File: config.mk
export PLATFORM = sky130hd
export DESIGN_NAME = swin_center_clamp
export DESIGN_NICKNAME = d
export VERILOG_FILES = /design/src/rtl/swin_pkg.sv /design/src/rtl/swin_axis_bounds.sv /design/src/rtl/swin_axis_limit.sv /design/src/rtl/swin_lane.sv /design/src/rtl/swin_center_clamp.sv
export SDC_FILE = /design/constraint.sdc
export NUM_CORES = 1
export LEC_CHECK = 0
export CAP_MARGIN = 20
export CORE_MARGIN = 3
export CORE_UTILIZATION = 57
export CTS_CLUSTER_DIAMETER = 80
export CTS_CLUSTER_SIZE = 8
export DETAILED_ROUTE_END_ITERATION = 10
export DONT_BUFFER_PORTS = 1
export PLACE_DENSITY = 0.72
export SYNTH_ARGS = -nofsm -noshare
export SYNTH_HDL_FRONTEND = slang
export SYNTH_SLANG_ARGS = --single-unit
File: constraint.sdc
create_clock -name clk -period 7.4 [get_ports clk]
set_input_delay 2.22 -clock clk [delete_from_list [all_inputs] [get_ports clk]]
set_output_delay 2.22 -clock clk [all_outputs]
set_load 0.02 [all_outputs]
File: src/rtl/swin_pkg.sv
// Package: shared definitions for the search window center clamp.
// Assumes the largest block size is a power of two and lanes are ordered
// from largest to smallest block.
package swin_pkg;

    // Result of limiting one axis of one lane.
    typedef enum logic [1:0] {
        LIM_PASS = 2'd0,
        LIM_LOW  = 2'd1,
        LIM_HIGH = 2'd2
    } lim_e;

    // Block size handled by lane idx: each lane halves the previous size.
    function automatic int lane_blk_size(input int lcu_size, input int idx);
        return lcu_size >> idx;
    endfunction

endpackage

File: src/rtl/swin_axis_bounds.sv
// Module: swin_axis_bounds
// Computes, for one axis of one lane, the lowest and highest search center
// that keep the lane's full search range and block footprint inside the
// shared window. Assumes WIN_RANGE >= ENG_RANGE and pos + BLK_SIZE <= LCU_SIZE;
// results are EXT_W wide so no intermediate wraps.
module swin_axis_bounds #(
    parameter int MV_W      = 12,
    parameter int POS_W     = 6,
    parameter int EXT_W     = 14,
    parameter int LCU_SIZE  = 64,
    parameter int WIN_RANGE = 64,
    parameter int ENG_RANGE = 64,
    parameter int BLK_SIZE  = 64
) (
    input  logic [MV_W-1:0]         root,
    input  logic [POS_W-1:0]        pos,
    output logic signed [EXT_W-1:0] lo,
    output logic signed [EXT_W-1:0] hi
);
    localparam int LO_OFS = ENG_RANGE - WIN_RANGE;
    localparam int HI_OFS = WIN_RANGE - ENG_RANGE + LCU_SIZE - BLK_SIZE;
    localparam logic signed [EXT_W-1:0] LO_OFS_E = EXT_W'(LO_OFS);
    localparam logic signed [EXT_W-1:0] HI_OFS_E = EXT_W'(HI_OFS);

    logic signed [EXT_W-1:0] root_e;
    logic signed [EXT_W-1:0] pos_e;

    // Widen the root predictor (signed) and the block offset (unsigned).
    always_comb begin
        root_e = EXT_W'($signed(root));
        pos_e  = EXT_W'({1'b0, pos});
    end

    // Window edge minus engine reach minus block offset gives the bounds.
    always_comb begin
        lo = root_e + LO_OFS_E - pos_e;
        hi = root_e + HI_OFS_E - pos_e;
    end

endmodule

File: src/rtl/swin_axis_limit.sv
// Module: swin_axis_limit
// Clamps one axis of a lane predictor to [lo, hi] and reports which side,
// if any, was applied. Assumes lo <= hi and that the clamped value fits in
// MV_W bits (the caller keeps the root predictor away from the MV limits).
module swin_axis_limit
    import swin_pkg::*;
#(
    parameter int MV_W  = 12,
    parameter int EXT_W = 14
) (
    input  logic [MV_W-1:0]         pred,
    input  logic signed [EXT_W-1:0] lo,
    input  logic signed [EXT_W-1:0] hi,
    output logic [MV_W-1:0]         ctr,
    output lim_e                    lim
);
    logic signed [EXT_W-1:0] pred_e;

    // Sign-extend the predictor for comparison with the bounds.
    always_comb pred_e = EXT_W'($signed(pred));

    // Pick the predictor or the nearer bound.
    always_comb begin
        if (pred_e < lo) begin
            ctr = lo[MV_W-1:0];
            lim = LIM_LOW;
        end else if (pred_e > hi) begin
            ctr = hi[MV_W-1:0];
            lim = LIM_HIGH;
        end else begin
            ctr = pred;
            lim = LIM_PASS;
        end
    end

endmodule

File: src/rtl/swin_lane.sv
// Module: swin_lane
// One engine lane: bounds and clamp on both axes, plus the moved flag.
// Purely combinational; the top registers the results. Assumes the block
// offset is aligned so the block lies inside the largest block.
module swin_lane
    import swin_pkg::*;
#(
    parameter int MV_W      = 12,
    parameter int POS_W     = 6,
    parameter int EXT_W     = 14,
    parameter int LCU_SIZE  = 64,
    parameter int WIN_RANGE = 64,
    parameter int ENG_RANGE = 64,
    parameter int BLK_SIZE  = 64
) (
    input  logic [MV_W-1:0]  root_x,
    input  logic [MV_W-1:0]  root_y,
    input  logic [MV_W-1:0]  pred_x,
    input  logic [MV_W-1:0]  pred_y,
    input  logic [POS_W-1:0] pos_x,
    input  logic [POS_W-1:0] pos_y,
    output logic [MV_W-1:0]  ctr_x,
    output logic [MV_W-1:0]  ctr_y,
    output logic             moved
);
    logic signed [EXT_W-1:0] lo_x, hi_x, lo_y, hi_y;
    lim_e                    lim_x, lim_y;

    swin_axis_bounds #(
        .MV_W(MV_W), .POS_W(POS_W), .EXT_W(EXT_W), .LCU_SIZE(LCU_SIZE),
        .WIN_RANGE(WIN_RANGE), .ENG_RANGE(ENG_RANGE), .BLK_SIZE(BLK_SIZE)
    ) bnd_x_i (
        .root(root_x), .pos(pos_x), .lo(lo_x), .hi(hi_x)
    );

    swin_axis_bounds #(
        .MV_W(MV_W), .POS_W(POS_W), .EXT_W(EXT_W), .LCU_SIZE(LCU_SIZE),
        .WIN_RANGE(WIN_RANGE), .ENG_RANGE(ENG_RANGE), .BLK_SIZE(BLK_SIZE)
    ) bnd_y_i (
        .root(root_y), .pos(pos_y), .lo(lo_y), .hi(hi_y)
    );

    swin_axis_limit #(.MV_W(MV_W), .EXT_W(EXT_W)) lim_x_i (
        .pred(pred_x), .lo(lo_x), .hi(hi_x), .ctr(ctr_x), .lim(lim_x)
    );

    swin_axis_limit #(.MV_W(MV_W), .EXT_W(EXT_W)) lim_y_i (
        .pred(pred_y), .lo(lo_y), .hi(hi_y), .ctr(ctr_y), .lim(lim_y)
    );

    // A lane counts as moved when either axis left the pass-through path.
    always_comb moved = (lim_x != LIM_PASS) || (lim_y != LIM_PASS);

endmodule

File: src/rtl/swin_center_clamp.sv
// Module: swin_center_clamp (top)
// Fits the search center of each of NUM_ENG parallel engines into one shared
// reference window centered on the largest block's predictor. Lane e works
// on blocks of LCU_SIZE >> e. The predictor is passed through untouched for
// cost use; only the center moves. One register stage, one cycle latency.
// Invalid lanes load zeros. Assumes root predictors leave at least
// WIN_RANGE + LCU_SIZE of headroom to the MV_W signed limits.
module swin_center_clamp
    import swin_pkg::*;
#(
    parameter int NUM_ENG   = 4,
    parameter int MV_W      = 12,
    parameter int LCU_SIZE  = 64,
    parameter int WIN_RANGE = 64,
    parameter int ENG_RANGE = 64,
    localparam int POS_W    = $clog2(LCU_SIZE),
    localparam int EXT_W    = MV_W + 2
) (
    input  logic                           clk,
    input  logic                           rst_n,
    input  logic [MV_W-1:0]                root_mv_x,
    input  logic [MV_W-1:0]                root_mv_y,
    input  logic [NUM_ENG-1:0]             eng_vld,
    input  logic [NUM_ENG-1:0][MV_W-1:0]   eng_pred_x,
    input  logic [NUM_ENG-1:0][MV_W-1:0]   eng_pred_y,
    input  logic [NUM_ENG-1:0][POS_W-1:0]  eng_pos_x,
    input  logic [NUM_ENG-1:0][POS_W-1:0]  eng_pos_y,
    output logic [NUM_ENG-1:0]             out_vld,
    output logic [NUM_ENG-1:0][MV_W-1:0]   out_ctr_x,
    output logic [NUM_ENG-1:0][MV_W-1:0]   out_ctr_y,
    output logic [NUM_ENG-1:0][MV_W-1:0]   out_pred_x,
    output logic [NUM_ENG-1:0][MV_W-1:0]   out_pred_y,
    output logic [NUM_ENG-1:0]             out_moved
);

    for (genvar e = 0; e < NUM_ENG; e++) begin : g_lane
        localparam int BLK = lane_blk_size(LCU_SIZE, e);

        logic [MV_W-1:0] ctr_x_c, ctr_y_c;
        logic            moved_c;

        swin_lane #(
            .MV_W(MV_W), .POS_W(POS_W), .EXT_W(EXT_W), .LCU_SIZE(LCU_SIZE),
            .WIN_RANGE(WIN_RANGE), .ENG_RANGE(ENG_RANGE), .BLK_SIZE(BLK)
        ) lane_i (
            .root_x(root_mv_x),
            .root_y(root_mv_y),
            .pred_x(eng_pred_x[e]),
            .pred_y(eng_pred_y[e]),
            .pos_x (eng_pos_x[e]),
            .pos_y (eng_pos_y[e]),
            .ctr_x (ctr_x_c),
            .ctr_y (ctr_y_c),
            .moved (moved_c)
        );

        // Output stage: capture the lane result, or zeros when idle or in reset.
        always_ff @(posedge clk) begin
            if (!rst_n || !eng_vld[e]) begin
                out_vld[e]    <= 1'b0;
                out_ctr_x[e]  <= '0;
                out_ctr_y[e]  <= '0;
                out_pred_x[e] <= '0;
                out_pred_y[e] <= '0;
                out_moved[e]  <= 1'b0;
            end else begin
                out_vld[e]    <= 1'b1;
                out_ctr_x[e]  <= ctr_x_c;
                out_ctr_y[e]  <= ctr_y_c;
                out_pred_x[e] <= eng_pred_x[e];
                out_pred_y[e] <= eng_pred_y[e];
                out_moved[e]  <= moved_c;
            end
        end
    end

endmodule

==> impl_metrics.yaml, run 1 <==
status:
  status: "finished, final reports clean"
clocking:
  cts_setup_buffers: 0
  clockRootBuffer: "clkbuf_16"
  htreeDepth: 4
  cts_buffers: 17
  cts_tree: "yes"
  cts.sinks: 200
  path_clk_slew_ns: 0.08
  postCtsHoldBufs: 0
  cts_resized: 0
  cts_buffer_depth: 2
power_and_ir_drop:
  powerDensity_mw_per_mm2: 211
  p_leak_nw: 8.25
  vdd_drop_max_uv: 155
detailed_routing:
  wl_met1_um: 20300
  wl_met3_um: 4050
  drt-vias-per-instance: 6.19
  routed_wl_um: 51600
  dr.first_iter.drc_count: 974
  drc: 0
  wl_met2_um: 25000
  wl_per_cell_um: 22.1
  drt-pass1-iter-count: 6
  vias: 14500
  ant_nets: 0
  highest_layer: "met4"
sta:
  maxSlewHeadroom_pct: 44.4
  fin_crit_ns: 6.15
  setup-violations-final: 0
  min_period_over_period_pct: 83.1
  final_hold_viol_count: 0
  worst_slew_pin_slew_ns: 0.833
  fin_tns_setup_ns: 0
  rsz0062_at_grt: "false"
  fmax_ghz: 0.163
  slew_violations: 0
logic_synthesis:
  synth_nets: 2468
  synth_top_flop_cell: "dfxtp_1"
  ys_warn_count: 0
  async_flop_share_pct: 0
  synth.largest_area_cell: "dfxtp_1"
  synth_cell_types: 81
  ys_top_cells_by_area: "dfxtp_1 (24%), ha_1 (23%), xnor2_1 (6.2%), inv_1 (4.4%), a21oi_1 (3.4%)"
  synth_edf_count: 0
  syn_inst: 1974
  syn_area_mm2: 0.0167
  yosys.area.top_type_share_pct: 23.9
  synth-seq-cells: 200
  avgSynthCellArea_um2: 8.48
  yosysSeqAreaShare_pct: 23.9
floorplan:
  die_area_mm2: 0.0315
  die_x_um: 177
  die_h_um: 177
  start_util_pct: 58.0
  num_rows: 62
  core_mm2: 0.0289
  io_pins: 374
layout:
  seqCellArea_mm2: 0.00400
  final_common_cell: "ha_1"
  nFillCells: 2584
  syn_to_final_growth_pct: 5.64
  multiInputGateArea_mm2: 0.0117
  diodes: 0
  drive_gt1_share_pct: 5.13
  final_nets: 2432
  final_cell_mix: "ha_1 (304), dfxtp_1 (200), inv_1 (194), nor2_1 (136), xnor2_1 (119)"
  fin_cells: 2335
placement:
  post-dp-hpwl_um: 41900
  dp_cells: 2303
  port_buffers: 0
  routabilityCongestion: 1.02
grt:
  grt_use_total_pct: 31.5
  antenna_found_initial: 0
  overflow: 0
  grt_pass1_wl_um: 77800
  grt_pass1_vias: 14200
  grt_max_degree: 76
worst_setup_path:
  crit_arrival_ns: 6.47
  worstPathMaxFanout: 7
  max_stage_delay_ns: 0.56
  end_kind: "register"
  worstPathCellList: "inv_1, ha_1, inv_1, fa_1, a21o_1, a21oi_1, o21bai_1, a21oi_1, nand3_1, a21boi_0, xnor2_1, ha_1, nand4_1, o41ai_1, mux2_2, nand2_1, o32ai_1"
  worstSetupPathType: "in2reg"
  crit_end: "out_ctr_x[35]"
  crit_required_ns: 7.72
  crit_path_start: "root_mv_x[0]"
  start_kind: "primary input"
  crit_path_top_delay_cell: "o41ai_1"
hold_path:
  worstHoldStart: "eng_pred_x[1]"
  hold_class: "in2reg"
run:
  drv_cap: 0
==> cell type report <==
cell class | count | share of cell area (%)
multi-input cells | 1500 | 66.1
repair buffers | 17 | 0.722
inverters | 202 | 4.29
clock buffers | 17 | 2.41
flip-flops and latches | 200 | 22.6
clock inverters | 15 | 1.15
well taps | 384 | 2.72
==> logic make-up after synthesis <==
logic type	synth area share, %
AOI/OAI and AO/OA	18.6
muxes	2.27
and+or+nand+nor	16.9
buffers and inverters	6.37
DFF	23.9
xor gates and xnor gates	7.38
adders and majority gates	24.6
==> worst min path at each step <==
stage	endpoint	slack, ns	cells past startpoint
finish	out_pred_x[1]	1.89	2
global route	out_pred_x[1]	1.88	2
CTS	out_pred_y[13]	1.86	2
detailed placement	out_pred_y[13]	2.34	2
global placement	out_pred_x[1]	2.34	2
floorplan	out_pred_x[1]	2.33	2
==> through the flow <==
stage | power (mW) | cell area (um^2) | utilization (%) | hold WS (ns) | setup WS (ns)
detailed placement | 2.74 | 17000 | 59.1 | 2.34 | 0.858
floorplan | 2.39 | 16700 | - | 2.33 | 1.39
CTS | 3.72 | 17700 | 61.3 | 1.86 | 1.31
finish | 3.72 | 17700 | 61.3 | 1.89 | 1.25
global placement | 2.70 | 17000 | 59.1 | 2.34 | 0.893
global route | 3.95 | 17700 | 61.3 | 1.88 | 1.05
==> synth_stat cells, types with 23 or more instances <==
| library cell | instances |
|---|---|
| nand3_1 | 52 |
| xnor2_1 | 119 |
| and3_1 | 82 |
| a21o_1 | 23 |
| o21a_1 | 23 |
| o21ai_0 | 75 |
| a21oi_1 | 114 |
| inv_1 | 194 |
| dfxtp_1 | 200 |
| nand2b_1 | 24 |
| a211oi_1 | 38 |
| nand2_1 | 92 |
| nor2b_1 | 27 |
| clkbuf_1 | 51 |
| ha_1 | 304 |
| nor3_1 | 24 |
| nor2_1 | 136 |
| nand4_1 | 29 |
==> state kept, by name, indices dropped and copies added (netlist names) <==
signal,flops
out_ctr_y,48
out_pred_x,48
out_pred_y,48
out_vld,4
out_moved,4
out_ctr_x,48
==> where the power goes <==
part           internal (mW)  leakage (nW)  total (mW)  switching (mW)
Sequential              1.16          1.64        1.32           0.160
Clock                  0.492         0.304       0.983           0.491
Combinational          0.586          6.30        1.42           0.829
==> layer usage <==
metal | vias up | track usage, %
li1 | 6973 | -
met1 | 6822 | 36.6
met2 | 540 | 54.7
met3 | 119 | 8.07
met4 | 0 | 14.0
met5 | - | 0
==> worst max-delay path: cells and delay by family <==
family                     cells  cell delay (ns)
xor gates and xnor gates       1             0.15
muxes                          1             0.45
buffers and inverters          2             0.32
and+or+nand+nor                3             0.51
adders and majority gates      3             0.98
AOI/OAI and AO/OA              7             1.83
No activity file was read; power rests on OpenSTA's default activity.
==> run 2, diff against run 1 <==
==> constraint.sdc (replaced) <==
create_clock -name clk -period 6.2 [get_ports clk]
set_input_delay 1.86 -clock clk [delete_from_list [all_inputs] [get_ports clk]]
set_output_delay 1.86 -clock clk [all_outputs]
set_load 0.02 [all_outputs]
==> run 2 against run 1 <==
  * Worst setup slack got worse by 0.88 ns
  * Clock power increased by 17%
  * Non-clock buffer count increased by 21
  * Via count increased by 1.4%
  * Core utilization increased by 0.54 points
  * Power increased by 19%
  * Sequential cell count unchanged
  * Wire length about the same
  * Critical path depth unchanged
  * Design area increased by 0.88%
  * Largest cell class unchanged
==> impl_metrics.yaml, run 2 (same netlist as run 1, synthesis figures left out) <==
layout:
  multiInputGateArea_mm2: 0.0117
  final_common_cell: "ha_1"
  final_cell_mix: "ha_1 (304), dfxtp_1 (200), inv_1 (194), nor2_1 (136), xnor2_1 (119)"
  drive_gt1_share_pct: 6.14
  nFillCells: 2556
  seqCellArea_mm2: 0.00400
  syn_to_final_growth_pct: 6.56
  final_nets: 2453
  stdcell_area_mm2: 0.0178
  diodes: 0
grt:
  grt_use_total_pct: 31.8
  grt_pass1_vias: 14300
  grt_max_degree: 76
  grt_pass1_wl_um: 78900
  overflow: 0
  antenna_found_initial: 0
hold_path:
  worstHoldStart: "eng_pred_x[1]"
  hold_end: "out_pred_x[1]"
  hold_class: "in2reg"
  min_path_cells: 2
floorplan:
  die_x_um: 177
  num_rows: 62
  core_mm2: 0.0289
  start_util_pct: 58.0
  die_h_um: 177
  io_pins: 374
  die_area_mm2: 0.0315
worst_setup_path:
  end_kind: "register"
  worstSetupPathType: "in2reg"
  start_kind: "primary input"
  worstPathMaxFanout: 7
  crit_required_ns: 6.52
  crit_arrival_ns: 6.15
clocking:
  cts.sinks: 200
  cts_tree: "yes"
  postCtsHoldBufs: 0
  cts_buffer_depth: 2
  clockRootBuffer: "clkbuf_16"
  cts_resized: 0
  htreeDepth: 4
  path_clk_slew_ns: 0.08
  cts_buffers: 17
  cts_setup_buffers: 0
detailed_routing:
  vias: 14700
  wl_met2_um: 24900
  wl_met1_um: 20500
  drc: 0
  dr.first_iter.drc_count: 942
  drt-vias-per-instance: 6.22
  ant_nets: 0
  routed_wl_um: 51600
  wl_per_cell_um: 21.9
  highest_layer: "met4"
  wl_met3_um: 4030
  drt-pass1-iter-count: 5
placement:
  routabilityCongestion: 0.978
  post-dp-hpwl_um: 42200
  port_buffers: 0
  placed_cell_area_mm2: 0.0172
power_and_ir_drop:
  p_leak_nw: 8.35
  vdd_drop_max_uv: 188
  powerDensity_mw_per_mm2: 249
run:
  drv_cap: 0
sta:
  final_hold_viol_count: 0
  worst_slew_pin_slew_ns: 0.844
  maxSlewHeadroom_pct: 43.6
  rsz0062_at_grt: "false"
  slew_violations: 0
  fin_crit_ns: 5.83
  whs_ns: 1.52
  fmax_ghz: 0.172
  setup-violations-final: 0
  min_period_over_period_pct: 94.0
status:
  status: "finished, final reports clean"
==> run 2: cell types whose count changed in the layout (fill, tap and decap cells not counted) <==
cell | before | now
bufinv_16 | 1 | 0
buf_12 | 0 | 1
clkinv_2 | 1 | 2
clkinv_4 | 2 | 0
inv_8 | 1 | 5
buf_4 | 17 | 37
inv_6 | 3 | 1
==> run 2: how the worst max path moves through the flow <==
stage,start,endpoint,depth (start not counted),slack (ns)
after CTS,root_mv_x[0],out_ctr_x[35],17,0.42
after floorplan,eng_pos_y[20],out_ctr_y[38],20,0.55
after global placement,root_mv_x[0],out_ctr_x[32],17,0.08
final,root_mv_x[0],out_ctr_x[34],17,0.37
after detailed placement,root_mv_x[0],out_ctr_x[35],17,-0.04
after global routing,root_mv_x[0],out_ctr_x[35],17,0.13
==> run 2: cell type report <==
cell class	count	area share [%]
clock buffers	17	2.39
clock inverters	15	1.06
inverters	202	4.25
multi-input cells	1500	65.5
flip-flops and latches	200	22.5
well taps	384	2.69
repair buffers	38	1.67
==> run 2: metal layers <==
metal	GRT usage, %	vias up
met5	0	-
li1	-	7010
met2	55.3	563
met1	37.8	6967
met4	12.9	0
met3	7.57	122
==> run 2: power by group <==
part / switching [mW] / internal (mW) / total (mW)
Clock: 0.595 / 0.553 / 1.15
Sequential: 0.191 / 1.39 / 1.58
Combinational: 0.993 / 0.721 / 1.71
Total: 1.78 / 2.66 / 4.44
==> run 2: critical path: stages <==
cell and delay, ns:
inv_1 0.23, ha_1 0.20, inv_1 0.07, fa_1 0.41, a21o_1 0.18, a21oi_1 0.22
o21bai_1 0.09, a21oi_1 0.40, nand3_1 0.18, a21boi_0 0.25, xnor2_1 0.17, ha_1 0.35
nand4_1 0.13, o41ai_1 0.62, mux2_2 0.46, nand2_1 0.21, o32ai_1 0.12
==> run 2: per-stage QoR <==
stage / util, % / worst slack (ns) / TNS [ns] / cells / power [mW]
final: 61.8 / 0.370 / 0 / 2356 / 4.44
after global routing: 61.8 / 0.130 / 0 / 2356 / 4.71
after detailed placement: 59.7 / -0.0445 / -0.203 / 2324 / 3.29
after global placement: 59.7 / 0.0780 / 0 / 2324 / 3.25
after CTS: 61.8 / 0.419 / 0 / 2356 / 4.44
after floorplan: - / 0.548 / 0 / 1974 / 2.86
